**src/rtl/dual_dac_pkg.sv**
```systemverilog
package dual_dac_pkg;

    localparam int NUM_CH = 2;

    // Control register layout, most significant bit first.
    typedef struct packed {
        logic       narrow;   // 1: 8-bit width mode
        logic [1:0] rng;      // range select, index = channel
        logic [1:0] enable;   // 0 forces code to zero
        logic       sync;     // 1: immediate refresh on low byte write
        logic [1:0] pwr;      // 1 = powered
    } ctrl_t;

    localparam ctrl_t CTRL_RESET = '{narrow: 1'b0, rng: 2'b00, enable: 2'b00,
                                     sync: 1'b1, pwr: 2'b00};

endpackage

```
**src/rtl/dual_dac_decode.sv**
```systemverilog
module dual_dac_decode
    import dual_dac_pkg::*;
#(
    parameter int          ADDR_W = 8,
    parameter int          DATA_W = 8,
    parameter logic [7:0]  BASE   = 8'hF9
) (
    input  logic                           sfr_wr,
    input  logic [ADDR_W-1:0]              sfr_addr,
    input  logic [NUM_CH-1:0][DATA_W-1:0]  lo_bytes,
    input  logic [NUM_CH-1:0][DATA_W-1:0]  hi_bytes,
    input  logic [DATA_W-1:0]              ctrl_byte,
    output logic [NUM_CH-1:0]              wr_lo,
    output logic [NUM_CH-1:0]              wr_hi,
    output logic                           wr_ctrl,
    output logic [DATA_W-1:0]              rdata
);

    localparam logic [ADDR_W-1:0] CTRL_ADDR = ADDR_W'(BASE) + ADDR_W'(2 * NUM_CH);

    logic [NUM_CH-1:0] hit_lo;
    logic [NUM_CH-1:0] hit_hi;
    logic              hit_ctrl;

    for (genvar c = 0; c < NUM_CH; c++) begin : g_hit
        localparam logic [ADDR_W-1:0] LO_ADDR = ADDR_W'(BASE) + ADDR_W'(2 * c);
        localparam logic [ADDR_W-1:0] HI_ADDR = ADDR_W'(BASE) + ADDR_W'(2 * c + 1);
        assign hit_lo[c] = (sfr_addr == LO_ADDR);
        assign hit_hi[c] = (sfr_addr == HI_ADDR);
    end

    assign hit_ctrl = (sfr_addr == CTRL_ADDR);
    assign wr_lo    = hit_lo & {NUM_CH{sfr_wr}};
    assign wr_hi    = hit_hi & {NUM_CH{sfr_wr}};
    assign wr_ctrl  = hit_ctrl & sfr_wr;

    always_comb begin
        rdata = '0;
        for (int c = 0; c < NUM_CH; c++) begin
            if (hit_lo[c]) rdata = lo_bytes[c];
            if (hit_hi[c]) rdata = hi_bytes[c];
        end
        if (hit_ctrl) rdata = ctrl_byte;
    end

endmodule

```
**src/rtl/dual_dac_channel.sv**
```systemverilog
module dual_dac_channel #(
    parameter int DATA_W = 8,
    parameter int CODE_W = 12
) (
    input  logic              clk,
    input  logic              rst_n,
    input  logic              wr_lo,
    input  logic              wr_hi,
    input  logic [DATA_W-1:0] wdata,
    input  logic              narrow,
    input  logic              load_now,
    input  logic              sync_rise,
    input  logic              enable,
    output logic [DATA_W-1:0] lo_byte,
    output logic [DATA_W-1:0] hi_byte,
    output logic [CODE_W-1:0] code
);

    localparam int HI_W  = CODE_W - DATA_W;
    localparam int PAD_W = DATA_W - HI_W;

    typedef struct packed {
        logic [DATA_W-1:0] lo;
        logic [HI_W-1:0]   hi;
        logic [CODE_W-1:0] live;
    } chan_t;

    chan_t             st_d, st_q;
    logic [CODE_W-1:0] staged;

    always_comb begin
        st_d = st_q;
        if (wr_lo) st_d.lo = wdata;
        if (wr_hi) st_d.hi = wdata[HI_W-1:0];
        staged = narrow ? {st_d.lo, {HI_W{1'b0}}} : {st_d.hi, st_d.lo};
        if ((wr_lo && load_now) || sync_rise) st_d.live = staged;
    end

    always_ff @(posedge clk) begin
        if (!rst_n) st_q <= '0;
        else        st_q <= st_d;
    end

    assign lo_byte = st_q.lo;
    assign hi_byte = {{PAD_W{1'b0}}, st_q.hi};
    assign code    = enable ? st_q.live : '0;

endmodule

```
**src/rtl/dual_dac_regs.sv**
```systemverilog
module dual_dac_regs
    import dual_dac_pkg::*;
#(
    parameter int         ADDR_W = 8,
    parameter int         DATA_W = 8,
    parameter int         CODE_W = 12,
    parameter logic [7:0] BASE   = 8'hF9
) (
    input  logic              clk,
    input  logic              rst_n,
    input  logic              sfr_wr,
    input  logic [ADDR_W-1:0] sfr_addr,
    input  logic [DATA_W-1:0] sfr_wdata,
    output logic [DATA_W-1:0] sfr_rdata,
    output logic [CODE_W-1:0] dac0_code,
    output logic [CODE_W-1:0] dac1_code,
    output logic              dac0_range,
    output logic              dac1_range,
    output logic              dac0_power,
    output logic              dac1_power
);

    ctrl_t ctrl_d, ctrl_q;

    logic [NUM_CH-1:0]             wr_lo;
    logic [NUM_CH-1:0]             wr_hi;
    logic                          wr_ctrl;
    logic                          sync_rise;
    logic [NUM_CH-1:0][DATA_W-1:0] lo_bytes;
    logic [NUM_CH-1:0][DATA_W-1:0] hi_bytes;
    logic [NUM_CH-1:0][CODE_W-1:0] codes;

    dual_dac_decode #(
        .ADDR_W (ADDR_W),
        .DATA_W (DATA_W),
        .BASE   (BASE)
    ) u_decode (
        .sfr_wr    (sfr_wr),
        .sfr_addr  (sfr_addr),
        .lo_bytes  (lo_bytes),
        .hi_bytes  (hi_bytes),
        .ctrl_byte (DATA_W'(ctrl_q)),
        .wr_lo     (wr_lo),
        .wr_hi     (wr_hi),
        .wr_ctrl   (wr_ctrl),
        .rdata     (sfr_rdata)
    );

    always_comb begin
        ctrl_d = ctrl_q;
        if (wr_ctrl) ctrl_d = ctrl_t'(sfr_wdata[7:0]);
        sync_rise = wr_ctrl && ctrl_d.sync && !ctrl_q.sync;
    end

    always_ff @(posedge clk) begin
        if (!rst_n) ctrl_q <= CTRL_RESET;
        else        ctrl_q <= ctrl_d;
    end

    for (genvar c = 0; c < NUM_CH; c++) begin : g_ch
        dual_dac_channel #(
            .DATA_W (DATA_W),
            .CODE_W (CODE_W)
        ) u_ch (
            .clk       (clk),
            .rst_n     (rst_n),
            .wr_lo     (wr_lo[c]),
            .wr_hi     (wr_hi[c]),
            .wdata     (sfr_wdata),
            .narrow    (ctrl_d.narrow),
            .load_now  (ctrl_q.sync),
            .sync_rise (sync_rise),
            .enable    (ctrl_q.enable[c]),
            .lo_byte   (lo_bytes[c]),
            .hi_byte   (hi_bytes[c]),
            .code      (codes[c])
        );
    end

    assign dac0_code  = codes[0];
    assign dac1_code  = codes[1];
    assign dac0_range = ctrl_q.rng[0];
    assign dac1_range = ctrl_q.rng[1];
    assign dac0_power = ctrl_q.pwr[0];
    assign dac1_power = ctrl_q.pwr[1];

endmodule

```
**config.mk**
```make
export PLATFORM = sky130hd
export DESIGN_NAME = dual_dac_regs
export DESIGN_NICKNAME = d
export VERILOG_FILES = /design/src/rtl/dual_dac_pkg.sv /design/src/rtl/dual_dac_decode.sv /design/src/rtl/dual_dac_channel.sv /design/src/rtl/dual_dac_regs.sv
export SDC_FILE = /design/constraint.sdc
export NUM_CORES = 1
export LEC_CHECK = 0
export ABC_CLOCK_PERIOD_IN_PS = 4200
export BUFFER_PORTS_ARGS = -buffer_cell sky130_fd_sc_hd__buf_2
export CORE_MARGIN = 2
export CORE_UTILIZATION = 40
export DETAILED_ROUTE_END_ITERATION = 6
export GPL_TIMING_DRIVEN = 0
export PLACE_DENSITY_LB_ADDON = 0.05
export SETUP_SLACK_MARGIN = 0.2
export SYNTH_ARGS = -nofsm -noshare
export SYNTH_HDL_FRONTEND = slang
export SYNTH_SLANG_ARGS = --single-unit
```
**constraint.sdc**
```tcl
create_clock -name clk -period 4.2 [get_ports clk]
set_clock_uncertainty 0.2 [all_clocks]
set_input_delay 0.21 -clock clk [delete_from_list [all_inputs] [get_ports clk]]
set_output_delay 0.21 -clock clk [all_outputs]
set_load 0.03 [all_outputs]
```
# [Word-level counts from Yosys, hierarchy flattened]
# Index checks and enable logic that the tools add are counted.
[classes] eq_ne=5 muxes=14 n_bitwise=3 reduce_logical=7
[op_table] operator="two-way mux 8 bit" n=8
[op_table] operator="two-way mux 12 bit" n=4
[op_table] operator="== test 8 bit, second input constant" n=5
[op_table] operator="two-way mux 4 bit" n=2
[op_table] operator="bitwise AND 2 bit" n=2
[op_table] operator="logical AND 1 bit" n=4
[op_table] operator="logical OR 1 bit" n=2
[op_table] operator="bitwise AND 1 bit" n=1
[op_table] operator="zero test 1 bit" n=1
[word_totals] regBits=56 inputBits=19 out_inout_bits=36 wordCells=40

# [Depth between registers and ports, before layout]
[logic_depth] ltp_word=6 mapped_depth=7 ltp_nobuf=5

# [Modules after synthesis]
# A second synthesis with hierarchy kept.
[unflattened] cells_unflattened=344 hier_area_um2=3131.8
[modules_own_cells] mod="dual_dac_channel" instances=2 cells_per_inst=125 area_each_um2=1176.1 seq_area_each_um2=480.5
[modules_own_cells] mod="dual_dac_decode" instances=1 cells_per_inst=68 area_each_um2=462.9 seq_area_each_um2=0.0
[modules_own_cells] mod="dual_dac_regs" instances=1 cells_per_inst=26 area_each_um2=316.6 seq_area_each_um2=160.2

# [Least setup slack after synthesis]
# OpenSTA, ideal clock, no wires.
[synth_path] path_type="input to register" from="input port sfr_addr[0]" to="register g_ch[0].u_ch.st_q[10] (netlist bit)" setup_time_ps=76 arrival_ps=2073 required_ps=3924 slack_ps=1851 cell_stages=7 path_buffers=2 cell_sequence="buf_2 nand2_1 nor3_4 mux2i_1 buf_2 mux2_1 o22ai_1"
[synth_between] elab_chain_len=6 elab_cells_between_ends=14 classes_between="3 x eq/ne; 4 x mux; 3 x bitwise; 4 x reduce/logical"
[synth_lines] item="start: declaration" line_no="dual_dac_regs.sv:12" text="input logic [ADDR_W-1:0] sfr_addr,"
[synth_lines] item="== test 8 bit" line_no="dual_dac_decode.sv:32" text="assign hit_ctrl = (sfr_addr == CTRL_ADDR);"
[synth_lines] item="bitwise AND 1 bit" line_no="dual_dac_decode.sv:35" text="assign wr_ctrl = hit_ctrl & sfr_wr;"
[synth_lines] item="two-way mux 8 bit" line_no="dual_dac_regs.sv:51" text="if (wr_ctrl) ctrl_d = ctrl_t'(sfr_wdata[7:0]);"
[synth_lines] item="logical AND 1 bit (2 in a row)" line_no="dual_dac_regs.sv:52" text="sync_rise = wr_ctrl && ctrl_d.sync && !ctrl_q.sync;"
[synth_lines] item="logical OR 1 bit" line_no="dual_dac_channel.sv:36" text="if ((wr_lo && load_now) || sync_rise) st_d.live = staged;"
[synth_lines] item="end signal: assignment" line_no="dual_dac_channel.sv:41" text="else st_q <= st_d;"
[synth_lines] item="end: declaration" line_no="dual_dac_channel.sv:28" text="chan_t st_d, st_q;"
# Parallel ways exist; a longest one is shown, timed or not.
# A chain may end at the register's enable or synchronous reset.

# [Worst setup path in the final report]
[layout_path] from="input port sfr_addr[6]" to="register g_ch[0].u_ch.st_q[11] (netlist bit)"
# Same word-level chain as after synthesis.

==> run metrics <==
hold path endpoint=ctrl_q[2]; 1st-iter DRT viols=69; cells along the critical path=buf_2 > nand4_4 > nor3_4 > mux2i_1 > clkbuf_1 > mux2_1 > o22ai_1; Layout area overhead=17.51%; clock latency on the worst-skew pair=0.32 ns; Max Clk Rate=0.3825 GHz; # Post-CTS Setup Buffers=0; pre-CTS WS=1.190 ns; PD cells=276.5 nW/um2; VDD IR max=0.1326 mV; final instance area=3267 um2; Resized cells post-CTS=0; Worst-Margin Slew=0.8849 ns; CTS tree=built; Synth Warn #=0; CP required=4.25 ns; post-DR wirelength/cell=16.52 um; CTS Buffer Depth=2; die area=7634 um2; DR pass1 iterations=4; Detailed Route WL=7237 um; Mapped Cells=295; nets@finish=376; # H-tree levels=2; buffers added on ports=52; min-delay src=sfr_wdata[2]; Critical Path AT=2.67 ns; TritonCTS buffer count=5; Vias/cell=5.205; Mapped Avg Cell Area=9.424 um2; initial antenna violation count=0; Worst Setup End Kind=flop; RSZ-0062 raised after global routing=false; worst r2r src=ctrl_q[7]; gr ovfl total=0; delay of the slowest critical-path stage=0.60 ns; Startpoint Class=primary input; final hold vios=0; Slew Limit Fails=0; critical path class=primary input to flop; Die Y=87.37 um; area of placed instances=3141 um2; crit path max fanout=10; vias=2280; Worst slew margin=0.4069; R2R depth=4; first-pass GRT wire length=11490 um; die width=87.37 um; syn_nets=314; DR DRC count=0; Buf/Inv on CP=2; num rows=30; Final setup viols=0; CTS Sinks=56; clk slew on worst S/H paths=0.11 ns; vias in the first global route=2196; Hold Path Class=primary input to flop; CP max stage cell=mux2i_1; worst r2r dst=g_ch[0].u_ch.st_q[11]; Filler cells=704; setup ws final=1.586 ns; initial core utilization=0.4115; routability cong.=0.7758; largest net degree at the start of global routing=20; minimum clock period=2.614 ns; IO Count=55; fin crit share=0.6225; CTS root buffer=clkbuf_8; mapped cell area=2780 um2; unique cell type count in the Yosys netlist=30; core area=6756 um2; Routed Antenna Nets=0; status=finished, final reports clean; GRT Total Usage=0.1979; n_diodes=0; max_cap viols=0; register area share after synthesis=0.4032; Yosys reg bits=56; share of cells above drive strength 1=0.2095; worst hold stages=3; Leakage=1.181 nW; DP HPWL=5450 um; reg-to-reg slack, setup=2.19 ns; setup_tns=0 ns; total power=0.9033 mW; CP delay by family, top=multiplexers
## worst register-to-register path, delay by kind of cell, from the launching register on
| kind | cells | cell delay [ns] |
|---|---|---|
| buf+inv | 1 | 0.44 |
| mux | 2 | 0.86 |
| flops | 1 | 0.33 |
| compound gates | 1 | 0.11 |
## cell usage after synthesis (all sizes together)
master / count / area share
nor3: 2 / 0.0095
or2: 1 / 0.0023
and3: 1 / 0.0023
nand2: 25 / 0.034
and2: 24 / 0.054
nand3: 10 / 0.018
nand4: 1 / 0.0077
a21boi: 8 / 0.022
nor2b: 32 / 0.072
nor2: 12 / 0.016
o21ai: 12 / 0.022
and4: 2 / 0.0063
and3b: 2 / 0.0063
o32a: 4 / 0.014
mux2i: 36 / 0.13
a22oi: 6 / 0.016
buf: 4 / 0.0067
o22ai: 8 / 0.018
nand3b: 10 / 0.032
a21oi: 8 / 0.014
mux2: 16 / 0.065
dfxtp: 56 / 0.40
nor3b: 1 / 0.0027
clkbuf: 12 / 0.016
nor4b: 2 / 0.011
## stage by stage
stage	hold slack, ns	instances	util
finish	0.01083	438	0.4835
CTS	0.01098	438	0.4835
global route	0.03110	438	0.4835
global placement	0.2469	427	0.4648
floorplan	0.1385	295	-
detailed placement	0.2509	427	0.4648
## worst max-delay path by stage
stage	startpoint	end	slack (ns)	depth (start not counted)
floorplan	sfr_addr[0]	g_ch[0].u_ch.st_q[10]	1.85	7
global placement	sfr_addr[6]	g_ch[0].u_ch.st_q[11]	1.26	7
detailed placement	sfr_addr[6]	g_ch[0].u_ch.st_q[11]	1.19	7
CTS	sfr_addr[6]	g_ch[0].u_ch.st_q[11]	1.53	7
global route	sfr_addr[6]	g_ch[0].u_ch.st_q[11]	1.39	7
finish	sfr_addr[6]	g_ch[0].u_ch.st_q[11]	1.59	7
## registers in the layout, summed over array words and instances, names as in the netlist
register           flops
g_ch.u_ch.hi_byte      8
g_ch.u_ch.st_q        24
dac0_power             1
ctrl_q                 4
g_ch.u_ch.lo_byte     16
dac0_range             1
dac1_power             1
dac1_range             1
## logic make-up after synthesis
family | synth area share
simple gates | 0.2732
flops | 0.4032
mux | 0.1944
compound gates | 0.1062
buf+inv | 0.02295
## power breakdown
group	total, mW	leakage [nW]	internal, mW	switching (mW)
combinational	0.0534	0.684	0.0223	0.0311
clock	0.319	0.0463	0.123	0.196
sequential	0.531	0.451	0.531	0.000242
## routing by layer
| metal | vias up | track usage | wire length [um] |
|---|---|---|---|
| li1 | 1162 | - | - |
| met1 | 1056 | 0.2914 | 3757 |
| met2 | 52 | 0.2906 | 3081 |
| met4 | 0 | 0.06434 | 101 |
| met5 | - | 0 | 0 |
| met3 | 10 | 0.03507 | 296 |
## cells in the final DEF (no fill, tap or decap), types with 2 or more instances in the layout
cell,instances
and4_1,2
nor4b_2,2
o32a_1,4
clkbuf_8,5
nand3b_1,9
nor2_1,12
o21ai_1,3
o21ai_0,9
nand2_1,25
o22ai_1,8
nor2b_1,32
dfxtp_1,56
mux2_1,11
a21oi_1,8
buf_2,55
mux2_2,5
nand3_1,10
a22oi_1,6
and3b_1,2
dlygate4sd3_1,3
clkbuf_1,12
a21boi_0,8
mux2i_1,36
and2_1,24
## what timing repair did
item,4_1_cts,5_1_grt
hold buffers,3,0
setup endpoints to repair,0,0
hold endpoints to repair,3,0
## final cells by class
type / instances / area, um2 / area share
Buffer: 16 / 63.81 / 0.01953
Clock buffer: 5 / 68.82 / 0.02106
Clock inverter: 3 / 27.53 / 0.008426
Multi-Input combinational cell: 223 / 1595 / 0.4883
Sequential cell: 56 / 1121 / 0.3432
Tap cell: 80 / 100.1 / 0.03064
Timing Repair Buffer: 55 / 290.3 / 0.08885
Note: power is estimated with default switching activity, not from simulation.
